File: src/rtl/dsm_pkg.sv
package dsm_pkg;
  localparam int CODE_W      = 4;
  localparam int BIT_NOLOW   = 0;
  localparam int BIT_SHORTPL = 1;
  localparam int BIT_SHORT01 = 2;
  localparam int BIT_SHORTEX = 3;
  localparam int NUM_STATS   = CODE_W + 1;

  typedef enum logic [1:0] {
    LINE_LP00 = 2'b00,
    LINE_LP01 = 2'b01,
    LINE_LP10 = 2'b10,
    LINE_LP11 = 2'b11
  } line_e;
endpackage

File: src/rtl/lane_phase_tracker.sv
module lane_phase_tracker
  import dsm_pkg::*;
#(
  parameter int CNT_W = 8
) (
  input  logic             clk,
  input  logic             rst_n,
  input  logic [1:0]       line_lp,
  input  logic             hs_active,
  output logic             entry_strobe,
  output logic [CNT_W-1:0] lp01_cnt,
  output logic [CNT_W-1:0] lp00_cnt,
  output logic [CNT_W-1:0] gap_cnt,
  output logic             seen_hs
);
  localparam logic [CNT_W-1:0] ONE = {{(CNT_W-1){1'b0}}, 1'b1};

  function automatic logic [CNT_W-1:0] sat_inc(input logic [CNT_W-1:0] v);
    return (&v) ? v : v + ONE;
  endfunction

  logic  hs_prev;
  line_e line_now;

  assign line_now     = line_e'(line_lp);
  assign entry_strobe = hs_active & ~hs_prev;

  always_ff @(posedge clk or negedge rst_n) begin
    if (!rst_n) begin
      hs_prev  <= 1'b0;
      lp01_cnt <= '0;
      lp00_cnt <= '0;
      gap_cnt  <= '0;
      seen_hs  <= 1'b0;
    end else begin
      hs_prev <= hs_active;
      if (hs_active) begin
        lp01_cnt <= '0;
        lp00_cnt <= '0;
        gap_cnt  <= '0;
        seen_hs  <= 1'b1;
      end else begin
        unique case (line_now)
          LINE_LP11: begin
            lp01_cnt <= '0;
            lp00_cnt <= '0;
            gap_cnt  <= sat_inc(gap_cnt);
          end
          LINE_LP01: lp01_cnt <= sat_inc(lp01_cnt);
          LINE_LP00: lp00_cnt <= sat_inc(lp00_cnt);
          LINE_LP10: begin
            lp01_cnt <= '0;
            lp00_cnt <= '0;
          end
          default: ;
        endcase
      end
    end
  end
endmodule

File: src/rtl/entry_classifier.sv
module entry_classifier
  import dsm_pkg::*;
#(
  parameter int CNT_W = 8
) (
  input  logic              clk,
  input  logic              rst_n,
  input  logic              entry_strobe,
  input  logic [CNT_W-1:0]  lp01_cnt,
  input  logic [CNT_W-1:0]  lp00_cnt,
  input  logic [CNT_W-1:0]  gap_cnt,
  input  logic              seen_hs,
  input  logic [CNT_W-1:0]  min_lp01,
  input  logic [CNT_W-1:0]  min_plateau,
  input  logic [CNT_W-1:0]  min_exit,
  output logic [CODE_W-1:0] code_now,
  output logic              ev_valid,
  output logic [CODE_W-1:0] ev_code,
  output logic [CNT_W-1:0]  ev_lp01_len,
  output logic [CNT_W-1:0]  ev_lp00_len,
  output logic [CNT_W:0]    ev_plateau_len,
  output logic [CNT_W-1:0]  ev_gap_len
);
  function automatic logic [CNT_W:0] plateau_of(input logic [CNT_W-1:0] a,
                                                input logic [CNT_W-1:0] b);
    return {1'b0, a} + {1'b0, b};
  endfunction

  function automatic logic [CODE_W-1:0] classify(
    input logic [CNT_W-1:0] l01, input logic [CNT_W-1:0] l00,
    input logic [CNT_W-1:0] gap, input logic seen,
    input logic [CNT_W-1:0] t01, input logic [CNT_W-1:0] tpl,
    input logic [CNT_W-1:0] tex);
    logic [CODE_W-1:0] c;
    logic [CNT_W:0]    pl;
    c  = '0;
    pl = plateau_of(l01, l00);
    if (pl == '0) begin
      c[BIT_NOLOW] = 1'b1;
    end else begin
      c[BIT_SHORTPL] = (pl < {1'b0, tpl});
      c[BIT_SHORT01] = (l01 < t01);
    end
    c[BIT_SHORTEX] = seen && (gap < tex);
    return c;
  endfunction

  assign code_now = classify(lp01_cnt, lp00_cnt, gap_cnt, seen_hs,
                             min_lp01, min_plateau, min_exit);

  always_ff @(posedge clk or negedge rst_n) begin
    if (!rst_n) begin
      ev_valid       <= 1'b0;
      ev_code        <= '0;
      ev_lp01_len    <= '0;
      ev_lp00_len    <= '0;
      ev_plateau_len <= '0;
      ev_gap_len     <= '0;
    end else begin
      ev_valid <= entry_strobe;
      if (entry_strobe) begin
        ev_code        <= code_now;
        ev_lp01_len    <= lp01_cnt;
        ev_lp00_len    <= lp00_cnt;
        ev_plateau_len <= plateau_of(lp01_cnt, lp00_cnt);
        ev_gap_len     <= gap_cnt;
      end
    end
  end
endmodule

File: src/rtl/stat_counter.sv
module stat_counter #(
  parameter int W = 16
) (
  input  logic         clk,
  input  logic         rst_n,
  input  logic         clr,
  input  logic         inc,
  output logic [W-1:0] count
);
  localparam logic [W-1:0] ONE = {{(W-1){1'b0}}, 1'b1};

  function automatic logic [W-1:0] next_count(input logic [W-1:0] v,
                                              input logic c, input logic i);
    logic [W-1:0] base;
    base = c ? '0 : v;
    if (i && !(&base)) base = base + ONE;
    return base;
  endfunction

  always_ff @(posedge clk or negedge rst_n) begin
    if (!rst_n) count <= '0;
    else        count <= next_count(count, clr, inc);
  end
endmodule

File: src/rtl/dphy_sot_monitor.sv
module dphy_sot_monitor
  import dsm_pkg::*;
#(
  parameter int CNT_W  = 8,
  parameter int STAT_W = 16
) (
  input  logic              clk,
  input  logic              rst_n,
  input  logic [1:0]        line_lp,
  input  logic              hs_active,
  input  logic [CNT_W-1:0]  min_lp01,
  input  logic [CNT_W-1:0]  min_plateau,
  input  logic [CNT_W-1:0]  min_exit,
  input  logic              clr_stats,
  output logic              ev_valid,
  output logic [3:0]        ev_code,
  output logic [CNT_W-1:0]  ev_lp01_len,
  output logic [CNT_W-1:0]  ev_lp00_len,
  output logic [CNT_W:0]    ev_plateau_len,
  output logic [CNT_W-1:0]  ev_gap_len,
  output logic [STAT_W-1:0] cnt_entries,
  output logic [STAT_W-1:0] cnt_no_low,
  output logic [STAT_W-1:0] cnt_short_plateau,
  output logic [STAT_W-1:0] cnt_short_lp01,
  output logic [STAT_W-1:0] cnt_short_exit
);
  logic              entry_strobe;
  logic [CNT_W-1:0]  lp01_cnt;
  logic [CNT_W-1:0]  lp00_cnt;
  logic [CNT_W-1:0]  gap_cnt;
  logic              seen_hs;
  logic [CODE_W-1:0] code_now;
  logic [NUM_STATS-1:0] stat_inc;
  logic [STAT_W-1:0] stat_val [NUM_STATS];

  lane_phase_tracker #(.CNT_W(CNT_W)) u_track (
    .clk          (clk),
    .rst_n        (rst_n),
    .line_lp      (line_lp),
    .hs_active    (hs_active),
    .entry_strobe (entry_strobe),
    .lp01_cnt     (lp01_cnt),
    .lp00_cnt     (lp00_cnt),
    .gap_cnt      (gap_cnt),
    .seen_hs      (seen_hs)
  );

  entry_classifier #(.CNT_W(CNT_W)) u_class (
    .clk            (clk),
    .rst_n          (rst_n),
    .entry_strobe   (entry_strobe),
    .lp01_cnt       (lp01_cnt),
    .lp00_cnt       (lp00_cnt),
    .gap_cnt        (gap_cnt),
    .seen_hs        (seen_hs),
    .min_lp01       (min_lp01),
    .min_plateau    (min_plateau),
    .min_exit       (min_exit),
    .code_now       (code_now),
    .ev_valid       (ev_valid),
    .ev_code        (ev_code),
    .ev_lp01_len    (ev_lp01_len),
    .ev_lp00_len    (ev_lp00_len),
    .ev_plateau_len (ev_plateau_len),
    .ev_gap_len     (ev_gap_len)
  );

  assign stat_inc[0] = entry_strobe;

  genvar gi;
  generate
    for (gi = 0; gi < CODE_W; gi++) begin : g_class_inc
      assign stat_inc[gi+1] = entry_strobe & code_now[gi];
    end
    for (gi = 0; gi < NUM_STATS; gi++) begin : g_stat
      stat_counter #(.W(STAT_W)) u_cnt (
        .clk   (clk),
        .rst_n (rst_n),
        .clr   (clr_stats),
        .inc   (stat_inc[gi]),
        .count (stat_val[gi])
      );
    end
  endgenerate

  assign cnt_entries       = stat_val[0];
  assign cnt_no_low        = stat_val[1+BIT_NOLOW];
  assign cnt_short_plateau = stat_val[1+BIT_SHORTPL];
  assign cnt_short_lp01    = stat_val[1+BIT_SHORT01];
  assign cnt_short_exit    = stat_val[1+BIT_SHORTEX];
endmodule

File: config.mk
export PLATFORM = sky130hd
export DESIGN_NAME = dphy_sot_monitor
export DESIGN_NICKNAME = d
export VERILOG_FILES = /design/src/rtl/dsm_pkg.sv /design/src/rtl/lane_phase_tracker.sv /design/src/rtl/entry_classifier.sv /design/src/rtl/stat_counter.sv /design/src/rtl/dphy_sot_monitor.sv
export SDC_FILE = /design/constraint.sdc
export NUM_CORES = 1
export LEC_CHECK = 0
export BUFFER_PORTS_ARGS = -buffer_cell sky130_fd_sc_hd__buf_2
export CAP_MARGIN = 5
export CORE_ASPECT_RATIO = 1.75
export CORE_UTILIZATION = 40
export DETAILED_ROUTE_END_ITERATION = 12
export GPL_TIMING_DRIVEN = 0
export PLACE_DENSITY = 0.64
export SLEW_MARGIN = 20
export SYNTH_ARGS = -nofsm -noshare
export SYNTH_HDL_FRONTEND = slang
export SYNTH_SLANG_ARGS = --single-unit
File: constraint.sdc
create_clock -name clk -period 6.8 [get_ports clk]
set_clock_uncertainty 0.1 [all_clocks]
set_input_delay 1.36 -clock clk [delete_from_list [all_inputs] [get_ports clk]]
set_output_delay 1.36 -clock clk [all_outputs]
set_load 0.05 [all_outputs]
Word level (Yosys, flattened, before mapping)
Index checks and enable logic that the tools add are counted.

operators by class
  add/sub/neg operators = 9
  multipliers = 0
  divide/modulo/power cells = 0
  $lt $le $gt $ge = 3
  equality and inequality tests = 6
  shift operators = 0
  muxes and demuxes = 21
  bitwise gates (word level) = 6
  reduce and logical (&&, ||, !) cells = 28

operator list
  kind                     number
  $mux W16                 10
  $add A16 B1 Y16 const B  5
  $reduce_and A16 Y1       5
  $mux W8                  7
  $pmux W8 S2              2
  $add A8 B1 Y8 const B    3
  $reduce_and A8 Y1        3
  $lt A8 B8 Y1             2
  $add A8 B8 Y9            1
  $logic_not A9 Y1         1
  $lt A9 B8 Y1             1
  $logic_and A1 B1 Y1      6
  $ne A3 B3 Y1 const B     2
  $reduce_and A2 Y1        3
  $reduce_bool A3 Y1       2
  $and A1 B1 Y1            5
  $logic_not A1 Y1         5
  $eq A2 B2 Y1 const B     2
  $eq A2 B1 Y1 const B     1
  $logic_not A2 Y1         1
  $mux W2                  1
  $ne A2 B2 Y1 const B     1
  $reduce_bool A2 Y1       1
  $reduce_or A2 Y1         1
  2 further kinds          2

word-level totals
  register bits after elaboration = 144
  latch bits = 0
  RAM bits = 0
  bits in read-only memories = 0
  word-level logic and storage cells = 89
  memories = 0

Logic depth before layout (Yosys ltp)
Gate-level depths: netlist (run 1).

  depth in word-level cells = 6
  mapped depth = 15
  mapped depth without buffers = 14

Modules after synthesis
Synthesis (run 1) repeated with hierarchy kept, for this count alone.

unflattened totals
  cell total of the unflattened synthesis = 818
  area, all modules = 8304.2 um^2

by module, submodules not included
  module              times used  cells an instance  area each (um^2)  seq. area each (um^2)
  stat_counter        5           94                 922.1             400.4
  entry_classifier    1           204                2321.0            950.9
  lane_phase_tracker  1           140                1347.5            650.6
  dphy_sot_monitor    1           4                  25.0              0.0

Worst setup path after synthesis (run 1)
OpenSTA, ideal clock, no wires.

  path kind = input port to flip-flop
  start = input port clr_stats
  end = register g_stat[0].u_cnt.count[11]
  setup time = 0.078 ns
  arrival = 4.071 ns
  required time = 6.622 ns
  slack = 2.551 ns
  cell stages on the path = 11
  path buffers = 3
  cells stage by stage = clkbuf_1 > clkbuf_1 > clkbuf_1 > nor2b_1 > ha_1 > and3_1 > a41oi_1 > and4_1 > nand2_1 > or3_1 > a21oi_1

between the ends
  word-level cells in the longest chain between the ends = 5
  elaborated cells between the ends (all ways) = 6
  those cells by class = add/sub (1); mux (2); reduce/logical (3)

RTL lines
  element                                                  RTL line                text
  start, declared                                          dphy_sot_monitor.sv:14  input logic clr_stats,
  $mux W16 (*)                                             stat_counter.sv:15      base = c ? '0 : v;
  branches (longest 3 deep; another with $add A16 B1 Y16)  -
  $mux W16 (*)                                             stat_counter.sv:16      if (i && !(&base)) base = base + ONE;
  end signal, assigned                                     stat_counter.sv:22      else count <= next_count(count, clr, inc);
  end, declared                                            stat_counter.sv:8       output logic [W-1:0] count

Every way passes the cells marked *.
A chain may end at the register's enable or synchronous reset.

Worst setup path after layout (run 1)
  start = input port clr_stats
  end = register g_stat[0].u_cnt.count[15]

Same word-level chain as after synthesis.

==> results of run 1 <==
## metal layers
metal  up-vias  wire length, um  share of wire  track usage
met5         -                0              0            0
met4         0              502          0.025       0.0910
met3        36              725          0.036       0.0401
met2       157            10800           0.54        0.390
met1      3126             7960           0.40        0.231
li1       3102                -              -            -
## layout make-up
type                       instances  area [um2]  area share
buffer                            27         114      0.0122
clock buffer                      22         484      0.0518
clock inverter                    10         109      0.0117
inverter                          30         113      0.0121
multi-input combinational        608        3840       0.412
sequential                       144        3600       0.386
tap                              238         298      0.0319
timing repair buffer             148         773      0.0828
## state kept, by name, summed over array words and instances (netlist names)
register / count
u_track.lp01_cnt: 8
u_class.ev_plateau_len: 9
u_class.ev_lp01_len: 8
u_track.seen_hs: 1
u_track.hs_prev: 1
u_class.ev_code: 4
u_class.ev_lp00_len: 8
u_class.ev_valid: 1
u_track.lp00_cnt: 8
g_stat.u_cnt.count: 80
u_track.gap_cnt: 8
u_class.ev_gap_len: 8
## per-stage QoR
step	cells	area (um2)	setup slack (ns)	hold slack (ns)
3_5_place_dp	1195	8750	1.39	0.354
2_1_floorplan	809	7670	2.55	0.337
4_1_cts	1227	9340	1.85	0.370
3_3_place_gp	1194	8710	1.40	0.356
5_1_grt	1227	9340	1.54	0.391
6_report	1227	9340	1.86	0.370
## synth_stat cells, types with 3 or more instances
cell / number
buf_1: 7
nor2_1: 77
inv_1: 30
mux2i_1: 4
or3_1: 9
nor2b_1: 32
xnor2_1: 35
o21ai_0: 15
a21oi_1: 22
ha_1: 36
or2_2: 5
a21o_1: 9
o21ai_1: 3
nand2_1: 138
xor2_1: 46
clkbuf_1: 17
nor3_1: 13
and4_1: 4
o31ai_1: 5
dfrtp_1: 144
and3_1: 21
and2_1: 7
nand3_1: 31
mux2_2: 10
nand4_1: 41
or4_1: 5
nand2b_1: 6
## worst max-delay path by stage
| stage | startpoint | end | slack [ns] | depth (start not counted) |
|---|---|---|---|---|
| after floorplan | clr_stats | g_stat[0].u_cnt.count[11] | 2.55 | 11 |
| after global placement | clr_stats | g_stat[0].u_cnt.count[13] | 1.40 | 12 |
| after detailed placement | clr_stats | g_stat[0].u_cnt.count[15] | 1.39 | 12 |
| after CTS | clr_stats | g_stat[0].u_cnt.count[15] | 1.85 | 12 |
| after global routing | clr_stats | g_stat[0].u_cnt.count[13] | 1.54 | 12 |
| final | clr_stats | g_stat[0].u_cnt.count[15] | 1.86 | 12 |
## power groups by stage
| stage | registers, mW | clock network, mW | logic, mW |
|---|---|---|---|
| floorplan | 0.942 | 0 | 0.0656 |
| global placement | 0.900 | 0 | 0.177 |
| detailed placement | 0.900 | 0 | 0.181 |
| CTS | 0.884 | 0.960 | 0.182 |
| global route | 0.886 | 0.995 | 0.196 |
| finish | 0.884 | 0.942 | 0.178 |
## worst max-delay path, cell delays in order
cell,delay (ns)
buf_2,0.08
clkbuf_1,0.44
clkbuf_1,0.57
clkbuf_1,0.48
nor2b_1,0.15
ha_1,0.25
and3_1,0.20
a41oi_1,0.64
and4_1,0.34
nand2_1,0.17
or3_1,0.34
a21oi_1,0.15
## kinds of logic (layout without fill, tap and decap cells)
logic type / Yosys count / after routing / share of synthesized area
flip-flops: 144 / 144 / 0.470
multiplexers: 15 / 15 / 0.0214
XOR/XNOR: 81 / 81 / 0.0924
AND/OR/NAND/NOR: 401 / 401 / 0.259
AO/OA/AOI/OAI: 73 / 73 / 0.0659
buffers and inverters: 57 / 237 / 0.0295
adder cells (fa/ha/maj): 38 / 38 / 0.0626
## placed cells by master (no fill, tap or decap), types with 3 or more instances in the layout
cell type	instances
a21oi_1	22
nor2b_1	32
buf_1	7
xnor2_1	35
o21ai_0	15
ha_1	36
inv_1	30
clkbuf_1	18
clkbuf_8	4
and4_1	4
clkinv_2	5
nand4_1	41
xor2_1	46
dfrtp_1	144
nand2_1	138
a21o_1	9
nand2b_1	6
o31ai_1	5
or2_2	5
buf_2	147
and3_1	21
o21ai_1	3
nor3_1	13
mux2i_1	4
or3_1	9
mux2_2	10
clkbuf_16	17
or4_1	5
and2_1	7
nor2_1	77
nand3_1	31
==> results.md, run 1 <==
- Status: complete, no violations
- Main area contributors after synthesis: dfrtp_1, nand2_1, ha_1
- Yosys top cell area share: 0.470
- Total track usage: 0.211
- DRC Markers: 0
- Die H: 185 um
- Port Buffers: 147
- Clk sinks: 144
- Vias in the first global route: 6,348
- Int Power: 1.49 mW
- PostCTS Resize Cnt: 0
- WP data required: 7.05 ns
- Rel. slew slack: 0.412
- Max-cap violations: 0
- Core area: 0.0187 mm2
- Synth warn: 0
- RSZ-0062 raised after global routing: false
- Worst skew pair latency: 0.43 ns
- Pwr Total: 2.00 mW
- Flop-to-flop setup slack: 2.86 ns
- Seq cells post-synth: 144
- Pin count of the biggest net entering global routing: 89
- Die area: 0.0198 mm2
- Cell Area, Synth: 0.00767 mm2
- Worst Reg2Reg Path Length in Cells: 14
- Worst Tran Pin Value: 0.875 ns
- EDFF count, synth: 0
- Routed vias/inst: 5.23
- CP arrival: 5.19 ns
- Post-DP HPWL: 14.8 mm
- P&R area growth vs syn: 21.7%
- Final period util: 0.727
- Drt total wl: 19.9 mm
- Hold crit path type: flop to flop
- Main synth FF type: dfrtp_1
- Mean Syn Cell Area: 9.49 um2
- DRC marker count from the first detailed-route iteration: 202
- Synth Instances: 809
- TritonCTS clock tree: done
- Vias: 6,421
- WS Path Type: input pin to flop
- Critical Path End Type: flop
- Final core occ: 0.500
- Hold path cells: 1
- Static leakage: 4.87 nW
- PwrDens: 215 mW/mm2
- Comb pwr share: 0.089
- Sequential fraction of the synthesis area: 0.470
- Worst r2r src: u_track.lp01_cnt[0]
- CTS Hold Bufs: 0
- Ys async rst share: 1.00
- Biggest area consumer among synthesized cells: dfrtp_1
- Post-CTS Setup Bufs: 0
- Root Buffer: clkbuf_16
- Num CTS Buffers: 17
- Fill cells: 1,835
- Setup violators final: 0
- GPL Wtd Cong: 0.822
- Max FO, Critical Path: 10
- F_max: 202 MHz
- Post-synth cell types: 59
- First-pass GRT wire length: 32.2 mm
- TNS Setup: 0 ns
- Antenna-violating nets left: 0
- Net count after synthesis: 876
- Router iterations before antenna repair: 4
- Worst Hold End: u_track.seen_hs
- Clock power share: 0.470
- Crit path launch type: input pin
- Layout cell share with drive strength beyond 1: 0.209
- Die width: 107 um
- Slew Limit Fails: 0
- Worst-path clk slew: 0.06 ns
- N_diodes: 0
- Initial antenna violation count: 0
- Sw Ratio: 0.255
- Peak VDD IR: 130 uV
- Fin crit period: 4.94 ns
- H-tree levels: 4
- Post-DR wirelength/cell: 16.3 um
- Number of I/O pins: 148
- Flop pwr share: 0.441
- Effective utilization at floorplan: 0.411
- # rows: 66
- Psw: 511 uW
- Worst R2R End: g_stat[2].u_cnt.count[9]
- Bufs on Longest Clock Path: 2
- Gr ovfl total: 0
- HP Start: u_track.seen_hs
- Final #Nets: 1,043
- Final Hold Fails: 0
Note: power is estimated with default switching activity, not from simulation.
==> run 2: changes to the inputs <==
- PLACE_DENSITY: 0.64 -> 0.66
- clock period: 6.8 -> 4.3 ns (I/O delays scaled with it)
==> results.md, run 2 (synthesis gave the netlist of run 1 again) <==
- Status: complete, no violations
- Final Hold Fails: 0
- Commonest non-fill, non-tap cell in the layout: buf_2
- Vias in the first global route: 6,705
- PostCTS Resize Cnt: 1
- Max-cap violations: 0
- Post-CTS Setup Bufs: 0
- Fin crit period: 3.94 ns
- Vias: 6,424
- Final #Nets: 1,043
- DRC marker count from the first detailed-route iteration: 279
- Port Buffers: 147
- Rel. slew slack: 0.391
- Most used cell, CP: clkbuf_1
- Worst R2R End: g_stat[2].u_cnt.count[9]
- N_diodes: 0
- PwrDens: 339 mW/mm2
- Effective utilization at floorplan: 0.411
- Routed vias/inst: 5.24
- Critical path, cell by cell: buf_2 -> clkbuf_1 -> clkbuf_2 -> clkbuf_1 -> nor2b_1 -> ha_1 -> and3_1 -> a41oi_2 -> and4_1 -> nand2_1 -> or3_1 -> a21oi_1
- Max stage delay on crit path: 0.45 ns
- CTS Hold Bufs: 0
- Max FFs per register: 80
- Core area: 0.0187 mm2
- GPL Wtd Cong: 0.826
- Num CTS Buffers: 17
- Total track usage: 0.215
- Slew Limit Fails: 0
- Bufs on Longest Clock Path: 2
- Static leakage: 4.86 nW
- Worst-path clk slew: 0.07 ns
- Pin count of the biggest net entering global routing: 82
- Top Registers: g_stat.u_cnt.count: 80 flops, u_class.ev_plateau_len: 9 flops
- WP data required: 4.54 ns
- RSZ-0062 raised after global routing: false
- TNS Setup: 0 ns
- Critical Path End Type: flop
- First-pass GRT wire length: 33.2 mm
- Post-DP HPWL: 14.8 mm
- Worst Reg2Reg Path Length in Cells: 14
- Worst skew pair latency: 0.42 ns
- Routed wire length on met3: 608 um
- Top layer in use: met4
- Number of I/O pins: 148
- Worst Setup SP: clr_stats
- Clk sinks: 144
- Root Buffer: clkbuf_16
- Worst Tran Pin Value: 0.907 ns
- F_max: 254 MHz
- Setup violators final: 0
- TritonCTS clock tree: done
- Die area: 0.0198 mm2
- Initial antenna violation count: 0
- Crit path to: g_stat[0].u_cnt.count[13]
- Antenna-violating nets left: 0
- Hold WS: 0.327 ns
- Flop-to-flop setup slack: 0.39 ns
- CP arrival: 4.19 ns
- # rows: 66
- Crit path launch type: input pin
- Top delay family on crit path: buffers and inverters
- Critical path buffers and inverters: 4
- Drt total wl: 20.1 mm
- Max FO, Critical Path: 10
- Peak VDD IR: 146 uV
- DRC Markers: 0
- Critical path's slowest cell: clkbuf_1
- Final period util: 0.917
- H-tree levels: 4
- Most flop-heavy register: g_stat.u_cnt.count
- Met1 WL: 8.03 mm
- Post-DR wirelength/cell: 16.4 um
- Router iterations before antenna repair: 5
- Worst r2r src: u_track.lp01_cnt[0]
- Die width: 107 um
- WL met2: 11.1 mm
- Hold crit path type: input pin to async pin
- P&R area growth vs syn: 21.8%
- Leading cell types in the layout, fill and taps excluded: buf_2, dfrtp_1, nand2_1
- WS Path Type: input pin to flop
- Layout cell share with drive strength beyond 1: 0.211
- Die H: 185 um
- Gr ovfl total: 0
- Total number of cells along the worst setup path: 12
-- run 2: cell types whose count changed in the layout (fill, tap and decap cells not counted) --
cell,delta
clkinv_2,-3
clkbuf_2,+1
clkbuf_8,-2
a41oi_2,+1
a41oi_1,-1
inv_6,+2
clkinvlp_4,+3
clkbuf_1,-1
-- run 2: layout make-up --
| type | instances | area, um2 |
|---|---|---|
| clock buffers | 20 | 457 |
| clock inverters | 12 | 134 |
| inverters | 30 | 113 |
| fillers | 1839 | 9320 |
| repair buffers | 148 | 773 |
| flip-flops and latches | 144 | 3600 |
| plain buffers | 27 | 115 |
| well taps | 238 | 298 |
| multi-input cells | 608 | 3850 |
-- run 2: worst min path at each step --
| stage | startpoint | end | slack, ns | cells past startpoint |
|---|---|---|---|---|
| floorplan | u_track.seen_hs | u_track.seen_hs | 0.34 | 1 |
| global placement | u_track.seen_hs | u_track.seen_hs | 0.35 | 1 |
| detailed placement | u_class.ev_gap_len[2] | u_class.ev_gap_len[2] | 0.36 | 2 |
| CTS | rst_n | g_stat[4].u_cnt.count[2] | 0.35 | 1 |
| global route | rst_n | u_class.ev_gap_len[5] | 0.37 | 1 |
| finish | rst_n | u_class.ev_gap_len[5] | 0.33 | 1 |
-- run 2: stage by stage --
stage | utilization | instance area (um2) | worst slack, ns | cells | power (mW)
floorplan | - | 7670 | 0.551 | 809 | 1.59
global placement | 0.467 | 8710 | -0.589 | 1194 | 1.70
detailed placement | 0.469 | 8750 | -0.592 | 1195 | 1.71
global route | 0.501 | 9350 | 0.0576 | 1227 | 3.29
finish | 0.501 | 9350 | 0.356 | 1227 | 3.17
CTS | 0.500 | 9340 | 0.0365 | 1227 | 3.21
-- run 2: report_power, final --
group | leakage [nW] | total (mW) | internal, mW | switching [mW]
Combinational | 2.60 | 0.281 | 0.0730 | 0.208
Clock | 0.275 | 1.49 | 0.888 | 0.599
Sequential | 1.99 | 1.40 | 1.38 | 0.0203
Total | 4.86 | 3.17 | 2.34 | 0.828
-- run 2: metal layers --
| layer | GRT usage | vias up |
|---|---|---|
| li1 | - | 3105 |
| met1 | 0.235 | 3151 |
| met2 | 0.401 | 141 |
| met3 | 0.0320 | 27 |
| met4 | 0.101 | 0 |
| met5 | 0 | - |
